--- config.mk ---
export PLATFORM = sky130hd
export DESIGN_NAME = rtc_daytime_core
export DESIGN_NICKNAME = d
export VERILOG_FILES = /design/src/rtl/rtc_pkg.sv /design/src/rtl/rtc_prescaler.sv /design/src/rtl/rtc_time_adv.sv /design/src/rtl/rtc_alarm_cmp.sv /design/src/rtl/rtc_daytime_core.sv
export SDC_FILE = /design/constraint.sdc
export NUM_CORES = 1
export LEC_CHECK = 0
export BUFFER_PORTS_ARGS = -buffer_cell sky130_fd_sc_hd__buf_2
export CORE_UTILIZATION = 40
export CTS_CLUSTER_SIZE = 40
export DETAILED_ROUTE_END_ITERATION = 6
export PLACE_DENSITY = 0.7
export SYNTH_ARGS = -nofsm -noshare
export SYNTH_HDL_FRONTEND = slang
export SYNTH_SLANG_ARGS = --single-unit
--- constraint.sdc ---
create_clock -name clk_i -period 4.5 [get_ports clk_i]
set_input_delay 0 -clock clk_i [delete_from_list [all_inputs] [get_ports clk_i]]
set_output_delay 0 -clock clk_i [all_outputs]
set_load 0.01 [all_outputs]
--- src/rtl/rtc_pkg.sv ---
package rtc_pkg;
  localparam int SEC_W = 6;
  localparam int MIN_W = 6;
  localparam int HR_W  = 5;
  localparam int DAY_W = 15;
  localparam int SEC_LSB = 0;
  localparam int MIN_LSB = SEC_LSB + SEC_W;
  localparam int HR_LSB  = MIN_LSB + MIN_W;
  localparam int DAY_LSB = HR_LSB + HR_W;
  localparam int TOD_W   = DAY_LSB;
  localparam int TIME_W  = DAY_LSB + DAY_W;
  localparam int SEC_MAX = 59;
  localparam int MIN_MAX = 59;
  localparam int HR_MAX  = 23;
  localparam int EVT_W   = 7;
  // event bit positions
  localparam int EV_SWATCH = 0;
  localparam int EV_ALARM  = 1;
  localparam int EV_SEC    = 2;
  localparam int EV_MIN    = 3;
  localparam int EV_HR     = 4;
  localparam int EV_DAY    = 5;
  localparam int EV_DALARM = 6;

  typedef struct packed {
    logic [DAY_W-1:0] day;
    logic [HR_W-1:0]  hr;
    logic [MIN_W-1:0] min;
    logic [SEC_W-1:0] sec;
  } time_t;
endpackage

--- src/rtl/rtc_prescaler.sv ---
module rtc_prescaler #(
  parameter int DIV = 32768
) (
  input  logic clk_i,
  input  logic rst_ni,
  input  logic en_i,
  input  logic restart_i,
  output logic tick_o
);
  localparam int CW = (DIV > 2) ? $clog2(DIV) : 1;
  localparam logic [CW-1:0] LAST = CW'(DIV - 1);

  logic [CW-1:0] cnt_q;

  assign tick_o = en_i ? (cnt_q == LAST) : 1'b1;

  always_ff @(posedge clk_i or negedge rst_ni) begin
    if (!rst_ni)                        cnt_q <= '0;
    else if (restart_i || !en_i || tick_o) cnt_q <= '0;
    else                                cnt_q <= cnt_q + 1'b1;
  end

  generate
    if (DIV > 1) begin : g_chk
      // after a divided tick, the next one cannot follow immediately
      assert_tick_spacing_R3: assert property (@(posedge clk_i) disable iff (!rst_ni)
        (en_i && tick_o) |=> (!en_i || !tick_o));
    end
  endgenerate
endmodule

--- src/rtl/rtc_time_adv.sv ---
module rtc_time_adv
  import rtc_pkg::*;
(
  input  time_t cur_i,
  output time_t nxt_o,
  output logic  sec_wrap_o,
  output logic  min_wrap_o,
  output logic  hr_wrap_o
);
  always_comb begin
    nxt_o      = cur_i;
    sec_wrap_o = cur_i.sec >= SEC_W'(SEC_MAX);
    min_wrap_o = sec_wrap_o && (cur_i.min >= MIN_W'(MIN_MAX));
    hr_wrap_o  = min_wrap_o && (cur_i.hr >= HR_W'(HR_MAX));
    nxt_o.sec  = sec_wrap_o ? '0 : cur_i.sec + 1'b1;
    if (sec_wrap_o) nxt_o.min = min_wrap_o ? '0 : cur_i.min + 1'b1;
    if (min_wrap_o) nxt_o.hr  = hr_wrap_o  ? '0 : cur_i.hr + 1'b1;
    if (hr_wrap_o)  nxt_o.day = cur_i.day + 1'b1;  // natural wrap at field width
  end
endmodule

--- src/rtl/rtc_alarm_cmp.sv ---
module rtc_alarm_cmp
  import rtc_pkg::*;
(
  input  time_t t_i,
  input  time_t alarm_i,
  output logic  tod_hit_o,
  output logic  day_hit_o
);
  logic [TIME_W-1:0] t_w, a_w;
  assign t_w       = t_i;
  assign a_w       = alarm_i;
  assign tod_hit_o = t_w[TOD_W-1:0] == a_w[TOD_W-1:0];
  assign day_hit_o = tod_hit_o && (t_i.day == alarm_i.day);
endmodule

--- src/rtl/rtc_daytime_core.sv ---
module rtc_daytime_core
  import rtc_pkg::*;
#(
  parameter int DIV = 32768
) (
  input  logic              clk_i,
  input  logic              rst_ni,
  input  logic              presc_en_i,
  input  logic              time_ld_i,
  input  logic [TIME_W-1:0] time_val_i,
  input  logic              alarm_ld_i,
  input  logic [TIME_W-1:0] alarm_val_i,
  output logic [TIME_W-1:0] time_o,
  output logic [EVT_W-1:0]  evt_o
);
  time_t time_q, alarm_q, nxt_time;
  logic [EVT_W-1:0] evt_q, evt_d;
  logic tick, sec_wrap, min_wrap, hr_wrap, tod_hit, day_hit;

  rtc_prescaler #(.DIV(DIV)) u_presc (
    .clk_i     (clk_i),
    .rst_ni    (rst_ni),
    .en_i      (presc_en_i),
    .restart_i (time_ld_i),
    .tick_o    (tick)
  );

  rtc_time_adv u_adv (
    .cur_i      (time_q),
    .nxt_o      (nxt_time),
    .sec_wrap_o (sec_wrap),
    .min_wrap_o (min_wrap),
    .hr_wrap_o  (hr_wrap)
  );

  rtc_alarm_cmp u_cmp (
    .t_i       (nxt_time),
    .alarm_i   (alarm_q),
    .tod_hit_o (tod_hit),
    .day_hit_o (day_hit)
  );

  logic adv;
  assign adv = tick && !time_ld_i;

  always_comb begin
    evt_d = '0;
    if (adv) begin
      evt_d[EV_SEC]    = 1'b1;
      evt_d[EV_MIN]    = sec_wrap;
      evt_d[EV_HR]     = min_wrap;
      evt_d[EV_DAY]    = hr_wrap;
      evt_d[EV_ALARM]  = tod_hit;
      evt_d[EV_DALARM] = day_hit;
    end
  end

  always_ff @(posedge clk_i or negedge rst_ni) begin
    if (!rst_ni) begin
      time_q  <= '0;
      alarm_q <= '0;
      evt_q   <= '0;
    end else begin
      if (time_ld_i)  time_q <= time_t'(time_val_i);
      else if (adv)   time_q <= nxt_time;
      if (alarm_ld_i) alarm_q <= time_t'(alarm_val_i);
      evt_q <= evt_d;
    end
  end

  assign time_o = time_q;
  assign evt_o  = evt_q;

  assert_load_quiet_R2: assert property (@(posedge clk_i) disable iff (!rst_ni)
    time_ld_i |=> (evt_o == '0));
  assert_min_with_sec_R7: assert property (@(posedge clk_i) disable iff (!rst_ni)
    (evt_o[EV_MIN] || evt_o[EV_HR] || evt_o[EV_DAY]) |-> evt_o[EV_SEC]);
  assert_sec_wrapped_R5: assert property (@(posedge clk_i) disable iff (!rst_ni)
    evt_o[EV_MIN] |-> (time_o[MIN_LSB-1:SEC_LSB] == '0));
  assert_dalarm_has_tod_R9: assert property (@(posedge clk_i) disable iff (!rst_ni)
    evt_o[EV_DALARM] |-> evt_o[EV_ALARM]);
  assert_swatch_idle_R11: assert property (@(posedge clk_i) disable iff (!rst_ni)
    evt_o[EV_SEC] || !evt_o[EV_SWATCH]);
endmodule

==> summary.md, run 1 <==
| Metric | Value |
|---|---|
| Status | finished, final reports clean |
| Worst path cell trace | ha_1, o2111ai_1, buf_4, nor4_4, nand3_1, xor2_1, o221ai_1, or4_1, nor4_1 |
| Slew @ Worst Pin | ~1100 ps |
| CTS tree | done |
| Post-Synthesis Cells | 549 |
| Routed wire per std cell | 15.6 microns |
| Crit-path slowest cell | nor4_4 |
| Async S/R FF share, synth | 1.00 |
| Max clock buf depth | 2 |
| Cell Area, Synth | 5100 sq um |
| Share of layout cells above drive strength 1 | 0.236 |
| Sum Neg Setup Slack | 0 ps |
| Clk_lat worst skew | 340 ps |
| Post-synth EDFFs | 0 |
| CP startpoint kind | flop |
| Synth unique cells | 60 |
| Root Buffer | clkbuf_16 |
| CTS buffer count | 9 |
| Buffers on Ports | 106 |
| Area grow syn2layout | 30.2% |
| Syn Nets | between 600 and 700 |
| MaxCap Viol Count | 0 |
| Total power draw | 2.07 mW |
| Clk slew on worst S/H paths | about 60 ps |
| Design area | 6640 sq um |
| Placement Cell Area | 5690 sq um |
| Final nets | just under 800 |
| Drt drc | 0 |
| RSZ-0062 raised after global routing | false |
| Die span in x | 115 microns |
| VDD IR-drop max | 0.247 mV |
| Clk sink count | 85 |
| Fin. Hold Viols | 0 |
| Die footprint | 13200 sq um |
| Worst Setup End Kind | flop |
| Post-DP HPWL | 9230 microns |
| Final setup fails | 0 |
| Clock Skew | approximately 10 ps |
| Synthesized flop and latch total | 85 |
| Die height | about 110 microns |
| Standard-cell rows | 40 |
| Starting Density | 0.417 |
| Leak Pwr | between 2 and 3 nW |
| GRT overflow | 0 |
| YS warnings | 0 |
| Crit Path Class | flop to flop |
| Hold Path Class | primary input to flop |
| Drt first pass iters | 5 |
| Post-synth top flop | dfrtp_1 |
| Routed vias/inst | 5.38 |
| Most frequent cells in the layout | 105 x buf_2, 85 x dfrtp_1, 67 x nand2_1, 65 x dlygate4sd3_1, 40 x o21ai_0 |
| Final period util | 0.757 |
| Routed via count | approximately 4700 |
| Vias in the first global route | about 4500 |
| Fmax | approximately 0.3 GHz |
| Syn Area/Cell | between 9 and 10 sq um |
| CP max FO | 16 |
| H-tree depth | 3 |
| GPL Wtd Cong | 0.862 |
| Post-Layout Cell Count | ~870 |
| Initial antenna violation count | 0 |
| ANT nets after route | 0 |
| Worst slew margin | 0.283 |
| Cts repair resizes | 0 |
| Sequential share of the synthesized area | 0.417 |
| CP peak stage delay | about 800 ps |
| Largest net degree at the start of global routing | 86 |
| Postcts setup bufs | 0 |
| WP data arrival | 3650 ps |
| Number of diodes | 0 |
| DRT iter0 DRCs | 339 |
| DP Cell Count | 787 |
| I/O pin count | roughly 110 |
| Critical Path RT | approximately 4700 ps |
| Ratio of total power to cell area | 312 nW/um^2 |
| First-pass GRT wire length | 22100 microns |
| Core area | approximately 12000 sq um |
| Final wirelength | 13500 microns |
| Hold_ws | 161 ps |
| Minimum clock period | roughly 3400 ps |
| Commonest non-fill, non-tap cell in the layout | buf_2 |
| Max Slew Vio Count | 0 |
| Total GRT Usage | 0.214 |
final cells by class:
class / instances / area [sq um]
clock buffers: 9 / 225
well taps: 168 / 210
clock inverters: 7 / 72.6
flip-flops and latches: 85 / 2130
repair buffers: 173 / 1200
fillers: 1134 / 5580
inverters: 7 / 26.3
multi-input cells: 419 / 2780
per-layer routing:
metal | GRT usage | up-vias | share of wire
met1 | 0.289 | 2251 | 0.47
met2 | 0.343 | 139 | 0.46
li1 | - | 2257 | -
met3 | 0.0385 | 22 | 0.045
met4 | 0.0823 | 0 | 0.024
met5 | 0 | - | 0
worst max-delay path: cells and delay by family, from the launching register on:
kind | cells | cell delay (ps)
AOI/OAI and AO/OA | 2 | 280
xor gates and xnor gates | 1 | 180
adders and majority gates | 1 | 410
buffers and inverters | 1 | 220
DFF | 1 | 440
and+or+nand+nor | 4 | 1770
Yosys cell counts (3+ instances only):
library cell,instances,area (sq um)
nand3_1,19,95.1
xor2_1,30,263
o21ai_0,40,200
clkbuf_1,28,105
nor2b_1,4,25.0
buf_2,5,25.0
ha_1,5,62.6
a211oi_1,4,30.0
and4_1,5,43.8
a21o_1,3,22.5
a21boi_0,4,30.0
a31oi_1,7,43.8
mux2i_1,11,110
nand4_1,15,93.8
o31ai_1,4,30.0
a21oi_1,20,100
mux2_2,32,360
xnor2_1,28,245
dfrtp_1,85,2130
inv_1,7,26.3
nor3_1,15,75.1
and3_1,11,68.8
or3_1,4,25.0
buf_4,3,22.5
nor4_1,8,50.1
nand2_1,67,251
nor2_1,37,139
o211ai_1,3,22.5
where the power goes:
group          switching (mW)  total [mW]  internal (mW)
clock                   0.314       0.746          0.432
combinational           0.199       0.406          0.207
sequential             0.0975       0.919          0.821
state kept, by name (all words and copies together) (netlist names):
| signal | flops |
|---|---|
| alarm_q | 32 |
| u_presc.cnt_q | 15 |
| evt_o | 6 |
| time_o | 32 |
kinds of logic (layout without fill, tap and decap cells):
group,Yosys count,after routing,share of synthesized area
flip-flops,85,85,0.417
XOR/XNOR,58,58,0.0997
adder cells (fa/ha/maj),5,5,0.0123
multiplexers,43,43,0.0923
AND/OR/NAND/NOR,200,200,0.197
AO/OA/AOI/OAI,112,112,0.143
other,1,1,0.000736
buffers and inverters,45,196,0.0381
final timing paths:
path / start / endpoint / slack (ps) / cells after the start
max reg2reg: time_o[0] / evt_o[6] / 1090 / 9
min: time_ld_i / time_o[31] / 160 / 3
max: time_o[0] / evt_o[6] / 1090 / 9
max in group asynchronous: rst_ni / time_o[24] / 3410 / 2
min in group asynchronous: rst_ni / evt_o[1] / 390 / 2
min reg2reg: u_presc.cnt_q[0] / u_presc.cnt_q[0] / 470 / 1
stage by stage:
step,utilization,worst slack (ps)
3_5_place_dp,0.466,1140
6_report,0.543,1090
2_1_floorplan,-,1790
4_1_cts,0.543,1090
5_1_grt,0.543,824
3_3_place_gp,0.466,1290
what timing repair did:
action	CTS	global route
hold buffers	65	0
endpoints found under the setup margin	0	0
hold endpoints to repair	149	0
Note: power is estimated with default switching activity, not from simulation.
==> run 2: changes to the inputs <==
- ABC_AREA: default -> 1
- clock period: 4.5 -> 3.5 ns (I/O delays scaled with it)
==> run 2 against run 1 <==
  * Clock power is 25% higher
  * Largest cell class unchanged
  * First-iteration DRC count is 0.29% higher
  * Critical path depth is 2 higher
  * Combinational power is 36% higher
==> summary.md, run 2 <==
| Metric | Value |
|---|---|
| Hold Path Class | primary input to flop (unchanged) |
| Core area | 12100 sq um (was 12200 sq um) |
| Net Sw Frac | 0.299 (was 0.295) |
| Post-DP HPWL | 9320 microns (was 9230 microns) |
| Area grow syn2layout | 31.2% (was 30.2%) |
| Count leader, synth | nand2_1 (was dfrtp_1) |
| GPL Wtd Cong | 0.874 (was 0.862) |
| YS warnings | 0 (unchanged) |
| Fill cell count | 1187 (was 1134) |
| Drt drc | 0 (unchanged) |
| Gate power share | 0.210 (was 0.196) |
| Design internal power | 1.84 mW (was 1.46 mW) |
| Async S/R FF share, synth | 1.00 (unchanged) |
| Clk sink count | 85 (unchanged) |
| I/O pin count | 108 (unchanged) |
| Largest net degree at the start of global routing | 64 (was 86) |
| Commonest non-fill, non-tap cell in the layout | nand2_1 (was buf_2) |
| Clock power frac | 0.357 (was 0.360) |
| Buffers on Ports | 106 (unchanged) |
| Final wirelength | 13900 microns (was 13500 microns) |
| CP startpoint kind | flop (unchanged) |
| Psw | 782 uW (was 610 uW) |
| Synth top area cells | dfrtp_1 42%, nand2_1 18%, nand3_1 7.0% (was dfrtp_1 42%, mux2_2 7.1%, xor2_1 5.2%) |
| CP max FO | 36 (was 16) |
| Die height | 114 microns (was 115 microns) |
| Leak Pwr | 3.40 nW (was 2.86 nW) |
| RSZ-0062 raised after global routing | false (unchanged) |
| Critical Path Source | u_presc.cnt_q[0] (was time_o[0]) |
| Total GRT Usage | 0.227 (was 0.214) |
| Final nets | 935 (was 769) |
| Synth cell count leaders | 241 x nand2_1, 85 x dfrtp_1, 80 x inv_1, 70 x nand3_1, 59 x nor2_1 (was 85 x dfrtp_1, 67 x nand2_1, 40 x o21ai_0, 37 x nor2_1, 32 x mux2_2) |
| Cts-stage hold buffer count | 65 (unchanged) |
| Cell Area, Synth | 5010 sq um (was 5100 sq um) |
| Die span in x | 114 microns (was 115 microns) |
| Fmax | 0.398 GHz (was 0.294 GHz) |
| Syn Area/Cell | 7.15 sq um (was 9.28 sq um) |
| DRT iter0 DRCs | 340 (was 339) |
| Worst slew margin | 0.298 (was 0.283) |
| Die footprint | 13000 sq um (was 13200 sq um) |
| Syn Nets | 775 (was 623) |
| Max clock buf depth | 2 (unchanged) |
| Root Buffer | clkbuf_16 (unchanged) |
| Starting Density | 0.414 (was 0.417) |
| Post-synth EDFFs | 0 (unchanged) |
| Sequential share of the synthesized area | 0.424 (was 0.417) |
| Standard-cell rows | 40 (unchanged) |
| MaxCap Viol Count | 0 (unchanged) |
| Post-Synthesis Cells | 701 (was 549) |
| Seq pwr share | 0.432 (was 0.444) |
| Final setup fails | 0 (unchanged) |
| Min-Delay Startpoint | presc_en_i (was time_ld_i) |
| VDD IR-drop max | 0.227 mV (was 0.247 mV) |
| Worst R2R Start | u_presc.cnt_q[0] (was time_o[0]) |
| Number of diodes | 0 (unchanged) |
| CTS buffer count | 9 (unchanged) |
| Sum Neg Setup Slack | 0 ps (unchanged) |
| Drt first pass iters | 5 (unchanged) |
| Max Slew Vio Count | 0 (unchanged) |
| Worst Setup End Kind | flop (unchanged) |
| Cts repair resizes | 0 (unchanged) |
| Ratio of total power to cell area | 398 nW/um^2 (was 312 nW/um^2) |
| H-tree depth | 3 (unchanged) |
| Post-synth top area share | 0.424 (was 0.417) |
| Routed via count | 5031 (was 4669) |
| WP data arrival | 2770 ps (was 3650 ps) |
| First-pass GRT wire length | 22800 microns (was 22100 microns) |
| Synth unique cells | 33 (was 60) |
| Final period util | 0.718 (was 0.757) |
| Critical Path RT | 3750 ps (was 4740 ps) |
| Slew @ Worst Pin | 1050 ps (was 1080 ps) |
| Routed vias/inst | 4.87 (was 5.38) |
| Synthesized flop and latch total | 85 (unchanged) |
| Share of layout cells above drive strength 1 | 0.172 (was 0.236) |
| CTS tree | done (unchanged) |
| Routed wire per std cell | 13.4 microns (was 15.6 microns) |
| Status | finished, final reports clean (unchanged) |
| Postcts setup bufs | 0 (unchanged) |
| Crit Path Class | flop to flop (unchanged) |
| Minimum clock period | 2510 ps (was 3410 ps) |
| Clk_lat worst skew | 350 ps (was 340 ps) |
| Clock Skew | 10.0 ps (was 10.2 ps) |
| Fin. Hold Viols | 0 (unchanged) |
| Initial antenna violation count | 0 (unchanged) |
| ANT nets after route | 0 (unchanged) |
| Post-synth top flop | dfrtp_1 (unchanged) |
| Vias in the first global route | 4839 (was 4455) |
| Most frequent cells in the layout | 241 x nand2_1, 105 x buf_2, 85 x dfrtp_1, 80 x inv_1, 70 x nand3_1 (was 105 x buf_2, 85 x dfrtp_1, 67 x nand2_1, 65 x dlygate4sd3_1, 40 x o21ai_0) |
| Dominant cell type by area after synthesis | dfrtp_1 (unchanged) |
| Clk slew on worst S/H paths | 60 ps (about the same) |
| Total power draw | 2.62 mW (was 2.07 mW) |
| GRT overflow | 0 (unchanged) |
==> run 2: cell count changes after synthesis, moves of 16 or more <==
cell and delta:
nand2_1 +174, inv_1 +73, nand3_1 +51, mux2_2 -31, xnor2_1 -26, nor2_1 +22, xor2_1 -21, o221ai_1 +20
clkbuf_1 -16
==> run 2: power by group through the flow <==
stage	Sequential (mW)	Combinational, mW	Clock, mW
5_1_grt	1.14	0.627	1.00
4_1_cts	1.13	0.554	0.955
3_3_place_gp	1.15	0.491	0
2_1_floorplan	1.15	0.308	0
6_report	1.13	0.551	0.936
3_5_place_dp	1.15	0.497	0
==> run 2: routing by layer <==
| metal | vias up | track usage | routed length (microns) |
|---|---|---|---|
| met5 | - | 0 | 0 |
| li1 | 2584 | - | - |
| met3 | 21 | 0.0484 | 583 |
| met4 | 0 | 0.0762 | 300 |
| met2 | 140 | 0.389 | 6670 |
| met1 | 2286 | 0.284 | 6310 |
==> run 2: critical path, cell delays in order, from the launching register on <==
cell      delay (ps)
dfrtp_1          390
ha_1             230
nand3_1          140
nor2_2            80
nand2_1           90
nor2_1            50
nor2_1           130
inv_1             70
nor2_2           380
inv_1            250
buf_4            330
a211oi_1         250
==> run 2: final timing paths <==
kind                                      to  slack, ps  depth (start not counted)
max                        u_presc.cnt_q[13]        990                         11
min                         u_presc.cnt_q[3]        190                          7
max reg2reg                u_presc.cnt_q[13]        990                         11
min reg2reg                 u_presc.cnt_q[0]        460                          1
max in group asynchronous         time_o[26]       2360                          3
min in group asynchronous           evt_o[2]        270                          2
==> run 2: per-stage QoR <==
stage | hold slack, ps | util | setup slack (ps) | cell area, sq um | cells
final | 195 | 0.543 | 986 | 6580 | 1033
after global routing | 235 | 0.543 | 663 | 6580 | 1033
after CTS | 189 | 0.543 | 987 | 6580 | 1033
after detailed placement | 125 | 0.466 | 1010 | 5650 | 953
after global placement | 114 | 0.466 | 1050 | 5650 | 953
after floorplan | -296 | - | 1610 | 5010 | 701
==> run 2: cell families (layout without fill, tap and decap cells) <==
| logic type | after synthesis | after routing | share of synthesized area |
|---|---|---|---|
| AO/OA/AOI/OAI | 76 | 76 | 0.0971 |
| XOR/XNOR | 11 | 11 | 0.0192 |
| adder cells (fa/ha/maj) | 5 | 5 | 0.0125 |
| buffers and inverters | 108 | 272 | 0.0888 |
| flip-flops | 85 | 85 | 0.424 |
| multiplexers | 1 | 1 | 0.00225 |
| other | 1 | 1 | 0.000748 |
| AND/OR/NAND/NOR | 414 | 414 | 0.355 |
==> run 2: area by class of cell <==
type	count	area, sq um	share of cell area
clock buffers	11	233	0.0354
repair buffers	174	1210	0.183
multi-input cells	508	2440	0.371
well taps	168	210	0.0320
inverters	83	312	0.0474
clock inverters	4	50.0	0.00761
flip-flops and latches	85	2130	0.323
